### src/rtl/lem_pkg.sv
package lem_pkg;
  localparam int NUM_CLS  = 3;
  localparam int CLS_DISP = 0;
  localparam int CLS_NIT  = 1;
  localparam int CLS_KCH  = 2;

  typedef enum logic [1:0] {
    PH_CGS  = 2'b00,
    PH_ILAS = 2'b01,
    PH_DATA = 2'b10,
    PH_IDLE = 2'b11
  } lanePhase_e;

  typedef struct packed {
    logic [NUM_CLS-1:0] inc;
    logic [NUM_CLS-1:0] clr;
  } cntStrobe_t;
endpackage

### src/rtl/lem_ctrl.sv
module lem_ctrl
  import lem_pkg::*;
#(
  parameter int DATA_W = 8,
  parameter logic [DATA_W-1:0] ALIGN_FRAME  = 8'h7C,
  parameter logic [DATA_W-1:0] ALIGN_MFRAME = 8'hFC
) (
  input  logic               clk,
  input  logic               rst_n,
  input  logic               chValid,
  input  logic               dispErr,
  input  logic               nitErr,
  input  logic               isK,
  input  logic [DATA_W-1:0]  chData,
  input  logic [1:0]         phase,
  input  logic               qualEn,
  input  logic               resyncEn,
  input  logic [NUM_CLS-1:0] clrCnt,
  output cntStrobe_t         strobe,
  output logic               syncReq
);
  lanePhase_e ph;
  logic live, alignK, evDisp, evNit, evK;

  assign ph = lanePhase_e'(phase);

  always_comb begin
    live   = chValid && (ph == PH_ILAS || ph == PH_DATA);
    alignK = (chData == ALIGN_FRAME) || (chData == ALIGN_MFRAME);
    // qualification hides only the disparity flag of the bad-code slot itself
    evDisp = live && dispErr && !(qualEn && nitErr);
    evNit  = live && nitErr;
    evK    = live && (ph == PH_DATA) && isK && !nitErr && !alignK;
    strobe.inc = '0;
    strobe.inc[CLS_DISP] = evDisp;
    strobe.inc[CLS_NIT]  = evNit;
    strobe.inc[CLS_KCH]  = evK;
    strobe.clr = clrCnt;
  end

  always_ff @(posedge clk) begin
    if (!rst_n)
      syncReq <= 1'b0;
    else if (ph == PH_CGS)
      syncReq <= 1'b0;
    else if (resyncEn && (|strobe.inc))
      syncReq <= 1'b1;
  end
endmodule

### src/rtl/lem_counters.sv
module lem_counters
  import lem_pkg::*;
#(
  parameter int CNT_W = 8
) (
  input  logic                       clk,
  input  logic                       rst_n,
  input  cntStrobe_t                 strobe,
  output logic [NUM_CLS*CNT_W-1:0]   cntFlat,
  output logic [NUM_CLS-1:0]         cntNonZero
);
  localparam logic [CNT_W-1:0] CNT_MAX = '1;
  localparam logic [CNT_W-1:0] CNT_ONE = {{(CNT_W-1){1'b0}}, 1'b1};

  for (genvar g = 0; g < NUM_CLS; g++) begin : g_cls
    logic [CNT_W-1:0] cnt;
    always_ff @(posedge clk) begin
      if (!rst_n)
        cnt <= '0;
      else if (strobe.clr[g])
        cnt <= '0;
      else if (strobe.inc[g] && cnt != CNT_MAX)
        cnt <= cnt + CNT_ONE;
    end
    assign cntFlat[g*CNT_W +: CNT_W] = cnt;
    assign cntNonZero[g] = |cnt;
  end
endmodule

### src/rtl/lane_err_monitor.sv
module lane_err_monitor
  import lem_pkg::*;
#(
  parameter int CNT_W  = 8,
  parameter int DATA_W = 8
) (
  input  logic               clk,
  input  logic               rst_n,
  input  logic               chValid,
  input  logic               dispErr,
  input  logic               nitErr,
  input  logic               isK,
  input  logic [DATA_W-1:0]  chData,
  input  logic [1:0]         phase,
  input  logic               qualEn,
  input  logic               resyncEn,
  input  logic [2:0]         irqMask,
  input  logic [2:0]         clrCnt,
  output logic [CNT_W-1:0]   dispCnt,
  output logic [CNT_W-1:0]   nitCnt,
  output logic [CNT_W-1:0]   kCnt,
  output logic               errIrq,
  output logic               syncReq
);
  cntStrobe_t                 strobe;
  logic [NUM_CLS*CNT_W-1:0]   cntFlat;
  logic [NUM_CLS-1:0]         cntNonZero;

  lem_ctrl #(.DATA_W(DATA_W)) u_ctrl (
    .clk(clk), .rst_n(rst_n), .chValid(chValid), .dispErr(dispErr),
    .nitErr(nitErr), .isK(isK), .chData(chData), .phase(phase),
    .qualEn(qualEn), .resyncEn(resyncEn), .clrCnt(clrCnt),
    .strobe(strobe), .syncReq(syncReq)
  );

  lem_counters #(.CNT_W(CNT_W)) u_cnt (
    .clk(clk), .rst_n(rst_n), .strobe(strobe),
    .cntFlat(cntFlat), .cntNonZero(cntNonZero)
  );

  assign dispCnt = cntFlat[CLS_DISP*CNT_W +: CNT_W];
  assign nitCnt  = cntFlat[CLS_NIT*CNT_W +: CNT_W];
  assign kCnt    = cntFlat[CLS_KCH*CNT_W +: CNT_W];
  assign errIrq  = |(irqMask & cntNonZero);
endmodule

### config.mk
export PLATFORM = sky130hd
export DESIGN_NAME = lane_err_monitor
export DESIGN_NICKNAME = d
export VERILOG_FILES = /design/src/rtl/lem_pkg.sv /design/src/rtl/lem_ctrl.sv /design/src/rtl/lem_counters.sv /design/src/rtl/lane_err_monitor.sv
export SDC_FILE = /design/constraint.sdc
export NUM_CORES = 1
export LEC_CHECK = 0
export ABC_CLOCK_PERIOD_IN_PS = 1900
export BUFFER_PORTS_ARGS = -buffer_cell sky130_fd_sc_hd__buf_2
export CAP_MARGIN = 20
export CORE_UTILIZATION = 50
export DETAILED_ROUTE_END_ITERATION = 7
export PLACE_DENSITY_LB_ADDON = 0.12
export SKIP_CTS_REPAIR_TIMING = 1
export SYNTH_ARGS = -nofsm -noshare
export SYNTH_HDL_FRONTEND = slang
export SYNTH_SLANG_ARGS = --single-unit
### constraint.sdc
create_clock -name clk -period 1.9 [get_ports clk]
set_input_delay 0.19 -clock clk [delete_from_list [all_inputs] [get_ports clk]]
set_output_delay 0.19 -clock clk [all_outputs]
set_load 0.01 [all_outputs]
==> results of run 1 <==
## synth_stat cells, types with 2 or more instances
master    number
nor2b_1        3
o41ai_1        9
o21ai_0        5
nand2b_1       3
and3_1         2
mux2i_1        2
nor4b_1        2
ha_1           8
o211ai_1       2
buf_1          2
nand4_1        3
inv_1         15
nor2_1        10
nand3_1       14
o31ai_1        7
xnor2_1        4
buf_6          2
a21oi_1       15
or2_2          2
dfxtp_1       25
nand3_2        2
nand2_1        7
or4_1         10
## area by class of cell
type,count,area share [%]
inverter,15,3.03
sequential,25,26.9
multi-input combinational,129,50.8
tap,31,2.09
clock buffer,4,1.41
timing repair buffer,55,15.8
## layer usage
metal	vias to the layer above	wire, µm	GRT usage (%)
met5	-	0	0
met3	6	154	2.53
met2	43	1850	39.6
met4	0	51	9.06
li1	769	-	-
met1	725	1520	30.7
## power groups by stage
stage	logic, W	clock network, W	registers [W]
2_1_floorplan	0.0000464	0	0.000541
3_5_place_dp	0.0000861	0	0.000539
5_1_grt	0.0000991	0.000268	0.000528
4_1_cts	0.0000864	0.000254	0.000528
3_3_place_gp	0.0000830	0	0.000539
6_report	0.0000884	0.000244	0.000528
## sequential cells by signal (all words and copies together) (netlist names)
name / count
u_cnt.g_cls.cnt: 24
u_ctrl.syncReq: 1
## how the worst min path moves through the flow
stage | to | depth (start not counted) | from
final | u_ctrl.syncReq | 3 | resyncEn
after detailed placement | u_ctrl.syncReq | 3 | resyncEn
after floorplan | u_ctrl.syncReq | 2 | resyncEn
after global placement | u_ctrl.syncReq | 3 | resyncEn
after global routing | u_ctrl.syncReq | 3 | resyncEn
after CTS | u_ctrl.syncReq | 3 | resyncEn
## worst max-delay path, delay by kind of cell (launching register included)
| kind | cells | cell delay [ns] |
|---|---|---|
| AOI/OAI and AO/OA | 1 | 0.23 |
| adders and majority gates | 1 | 0.15 |
| buffers and inverters | 2 | 0.24 |
| DFF | 1 | 0.34 |
| and+or+nand+nor | 2 | 0.57 |
## cell families after synthesis
family          synth area share, %
mux                            1.33
fa+ha+maj                      6.65
buf+inv                        6.07
xor+xnor                       2.33
simple gates                   29.3
flops                          33.3
compound gates                 21.0
## metrics by stage
step | setup TNS, ns | cell area [µm²] | power, W | hold WS, ns | util (%)
after floorplan | 0 | 1510 | 0.000587 | 0.369 | -
after global placement | -0.00209 | 1800 | 0.000622 | 0.457 | 64.2
after detailed placement | -0.0352 | 1800 | 0.000625 | 0.487 | 64.2
after CTS | -0.415 | 1830 | 0.000868 | 0.135 | 65.2
after global routing | -0.249 | 1860 | 0.000895 | 0.156 | 66.2
final | -0.150 | 1860 | 0.000860 | 0.139 | 66.2
==> impl_results.md, run 1 <==
* Status: complete, but fails checks
* Failing checks: design-rule violations, negative setup slack
* Pleak at 0.790 nW
* Worst setup path end: errIrq
* Peak supply drop at 0.325 mV
* Net switching power at 0.000210 W
* Synth Flop Type: dfxtp_1
* Antenna violations before repair at 0
* Clk pwr share at 28.3%
* Int Pwr at 0.000650 W
* Post-route ant nets at 0
* Fin. Hold Viols at 0
* CP max-delay cell: or4b_4
* Unrepaired setup endpoints after global routing: yes
* Commonest cells after routing, fill and taps aside: buf_2 (48), dfxtp_1 (25), inv_1 (15), a21oi_1 (15), nand3_1 (14)
* Dpl hpwl at 2.70 mm
* Nets@finish at 261
* DIE AREA at 0.00323 mm²
* Critical Path RT at 1.71 ns
* Place WS at -0.0352 ns
* Final Max Slew Viols at 0
* Residual DRC at 6
* Critical Path End Type: output pin
* Final period utilization at 108%
* Slew headroom at 66.8%
* Comb pwr share at 10.3%
* Wirelength per Cell at 13.8 µm
* CTS Sinks at 25
* Yosys warns at 0
* Iteration-0 DRC Markers at 74
* Power per cell area at 463 mW/mm²
* Distinct cells, synth at 43
* FMAX at 488 MHz
* Async S/R FF share, synth at 0%
* CP cell instances: inv_1, ha_1, or4b_4, o41ai_4, nand3_1, buf_2
* RR Startpoint: u_cnt.g_cls[0].cnt[2]
* IO Port Bufs at 48
* R2R depth at 4
* Final Non-Filler Cells at 259
* Main area contributors after synthesis: dfxtp_1 (33%), ha_1 (6.7%), o41ai_1 (5.2%)
* Seq/Total Area, Yosys at 33.3%
* Max stage delay on crit path at 0.47 ns
* Io pins at 50
* Drt first pass iters at 6
* Global-route wire length before repair at 6.02 mm
* Fin crit period at 2.05 ns
* All-Layer GR Usage at 23.5%
* Crit Path Max Fanout at 2
* CTS root buf: clkbuf_4
* Synth Instances at 174
* # rows at 19
* Most common cell after layout, fill and taps aside: buf_2
* Layout cells sized above 1 at 30.7%
* Post-Route WL at 3.57 mm
* Vias in the first global route at 1373
* Post-synth EDFFs at 0
* TritonCTS clock tree: yes
* Setup crit start kind: flop
* Post-synth top area cell: dfxtp_1
* Sequential power share at 61.4%
* CP arrival at 1.86 ns
* Starting density of the core at 53.7%
* R2r setup slk at 0.21 ns
* Clk_skew at 0.00438 ns
* Clock Latency Late Sink at 0.32 ns
* Diode count at 0
* MaxCap Viol Count at 0
* Dpl cells at 255
* CTS Buf Count at 3
* Pin count of the biggest net entering global routing at 14
* FF+latch area at 500 µm²
* Layout Area Growth over Synthesis at 23.4%
* R2R Path End: u_cnt.g_cls[0].cnt[7]
* CP startpoint: u_cnt.g_cls[0].cnt[0]
* Grt total ovfl at 0
* Switch share at 24.4%
* Core ar. at 0.00281 mm²
* Hold Crit Class: in2reg
* Filler cell count in the final layout at 241
* Synth top area share at 33.3%
* Worst slew pin tran at 0.492 ns
* Mapped Area at 0.00151 mm²
* Clock Tree Buf Depth at 2
* Final setup margin at -0.150 ns
* Finish-stage setup viols at 1
* Chip height at 56.9 µm
* DR vias at 1543
* Number of synthesized register bits at 25
* CP Class: reg2out
* Vias per inst at 5.96
* Syn nets at 206
* Die width at 56.9 µm
* Placer Congestion at 0.856
* Multi-input logic area at 943 µm²
* H-tree depth at 1
* Clock transition at path regs at 0.14 ns
* Syn avg cell area at 8.65 µm²
(Power assumes the default switching activity.)
==> run 2: changes to the inputs <==
CORE_UTILIZATION = 40   (was 50)
==> impl_results.md, run 2 (synthesis results as in run 1) <==
* Status: complete, but fails checks
* Failing checks: negative setup slack
* Final Max Slew Viols at 0 (unchanged)
* Final period utilization at 107% (-0.44 points)
* CP cell instances: inv_2, ha_4, or4b_4, o41ai_4, nand3_1, buf_2
* Fin crit period at 2.04 ns (-0.00839 ns)
* H-tree depth at 1 (unchanged)
* Crit Path Max Fanout at 4 (+2)
* Clock Tree Buf Depth at 2 (unchanged)
* Biggest register: u_cnt.g_cls.cnt
* Global-route wire length before repair at 6.14 mm (+2.1%)
* Finish-stage setup viols at 1 (unchanged)
* Worst slew pin tran at 0.474 ns (-0.0172 ns)
* Most common cell after layout, fill and taps aside: buf_2
* Hold Crit Class: in2reg
* All-Layer GR Usage at 18.7% (-4.7 points)
* Clk_skew at 0.00679 ns (+0.00241 ns)
* Clock transition at path regs at 0.09 ns (-0.05 ns)
* Overall Power at 0.000934 W (+8.7%)
* Nets@finish at 264 (+1.1%)
* Placer Congestion at 0.817 (-4.6%)
* Pin count of the biggest net entering global routing at 16 (+2)
* Regs by FF count: u_cnt.g_cls.cnt: 24 flops, u_ctrl.syncReq: 1 flops
* Chip height at 63.3 µm (+11%)
* Power per cell area at 481 mW/mm² (+4.0%)
* Peak supply drop at 0.207 mV (-36%)
* Post-Route WL at 3.72 mm (+4.1%)
* TritonCTS clock tree: yes
* Critical Path RT at 1.71 ns (about the same)
* Slew headroom at 68.0% (+1.2 points)
* Filler cell count in the final layout at 339 (+41%)
* Vias in the first global route at 1381 (+0.58%)
* Commonest cells after routing, fill and taps aside: buf_2 (48), dfxtp_1 (22), a21oi_1 (15)
* CP arrival at 1.85 ns (about the same)
* Post-route ant nets at 0 (unchanged)
* Diode count at 0 (unchanged)
* Dpl hpwl at 2.84 mm (+5.0%)
* DR vias at 1525 (-1.2%)
* CTS Buf Count at 3 (unchanged)
* Residual DRC at 0 (-6)
* Fin. Hold Viols at 0 (unchanged)
* Pleak at 0.814 nW (+3.1%)
* Die width at 63.3 µm (+11%)
* Max reg flops at 24 (unchanged)
* DIE AREA at 0.00401 mm² (+24%)
* Starting density of the core at 43.4% (-10 points)
* Clock Latency Late Sink at 0.26 ns (-0.06 ns)
* Placed cell areas at 0.00183 mm² (+1.5%)
* Setup TNS Final at -0.142 ns (+0.00839 ns)
* Setup crit start kind: flop
* FF+latch area at 504 µm² (+0.75%)
* FMAX at 490 MHz (+0.41%)
* CP Class: reg2out
* Post-route design area at 0.00194 mm² (+4.5%)
* Final Non-Filler Cells at 277 (+6.9%)
* CTS root buf: clkbuf_8
* Iteration-0 DRC Markers at 68 (-8.1%)
* Dpl cells at 271 (+6.3%)
* IO Port Bufs at 48 (unchanged)
* Io pins at 50 (unchanged)
* Grt total ovfl at 0 (unchanged)
* # rows at 21 (+2)
* CTS Sinks at 25 (unchanged)
* Critical Path End Type: output pin
* Max stage delay on crit path at 0.46 ns (about the same)
* Unrepaired setup endpoints after global routing: yes
* Drt first pass iters at 4 (-2)
* Final setup margin at -0.142 ns (+0.00839 ns)
* CP max-delay cell: or4b_4
* Vias per inst at 5.51 (-7.6%)
* MaxCap Viol Count at 0 (unchanged)
* Multi-input logic area at 960 µm² (+1.7%)
* Layout cells sized above 1 at 35.1% (+4.4 points)
* Core ar. at 0.00347 mm² (+24%)
* Antenna violations before repair at 0 (unchanged)
* Wirelength per Cell at 13.4 µm (-2.6%)
* Fin util at 56.0% (-10 points)
* Layout Area Growth over Synthesis at 29.0%
## run 2: cell types whose count changed in the layout (fill, tap and decap cells not counted), moves of 3 or more
cell / before / now
buf_4: 7 / 10
clkbuf_4: 3 / 0
clkbuf_8: 0 / 3
dfxtp_1: 25 / 22
dfxtp_2: 0 / 3
## run 2: report_power, final
group          internal, W  switching [W]  total [W]
sequential        0.000526     0.00000168   0.000527
clock             0.000148       0.000167   0.000315
combinational    0.0000437      0.0000483  0.0000920
total             0.000718       0.000217   0.000934
## run 2: stage by stage
step | setup slack, ns | hold slack [ns]
final | -0.142 | 0.218
after global routing | -0.223 | 0.258
after CTS | -0.234 | 0.204
after detailed placement | 0.0615 | 0.487
after global placement | 0.0644 | 0.461
after floorplan | 0.173 | 0.369
## run 2: metal layers
metal,GRT usage [%],up-vias,share of wire [%]
met5,0,-,0
met4,3.41,0,0.62
met3,2.17,2,3.3
met2,33.2,30,52
met1,24.2,718,44
li1,-,775,-
## run 2: final timing paths
check / cells after the start / to / slack [ns] / start
worst max-delay path: 6 / errIrq / -0.14 / u_cnt.g_cls[1].cnt[0]
worst min-delay path: 3 / u_ctrl.syncReq / 0.22 / resyncEn
worst max register to register: 6 / u_cnt.g_cls[1].cnt[5] / 0.11 / u_cnt.g_cls[1].cnt[1]
worst min register to register: 2 / u_cnt.g_cls[1].cnt[6] / 0.52 / u_cnt.g_cls[1].cnt[6]
## run 2: layout make-up
class / instances / share of cell area (%)
tap: 46 / 2.96
multi-input combinational: 129 / 49.4
timing repair buffer: 58 / 16.2
clock inverter: 1 / 0.387
inverter: 15 / 2.90
sequential: 25 / 26.0
clock buffer: 3 / 2.13
## run 2: critical path, delay by kind of cell, from the launching register on
family | cells | cell delay (ns)
adder cells (fa/ha/maj) | 1 | 0.12
buffers and inverters | 2 | 0.25
AND/OR/NAND/NOR | 2 | 0.57
AO/OA/AOI/OAI | 1 | 0.30
flip-flops | 1 | 0.35
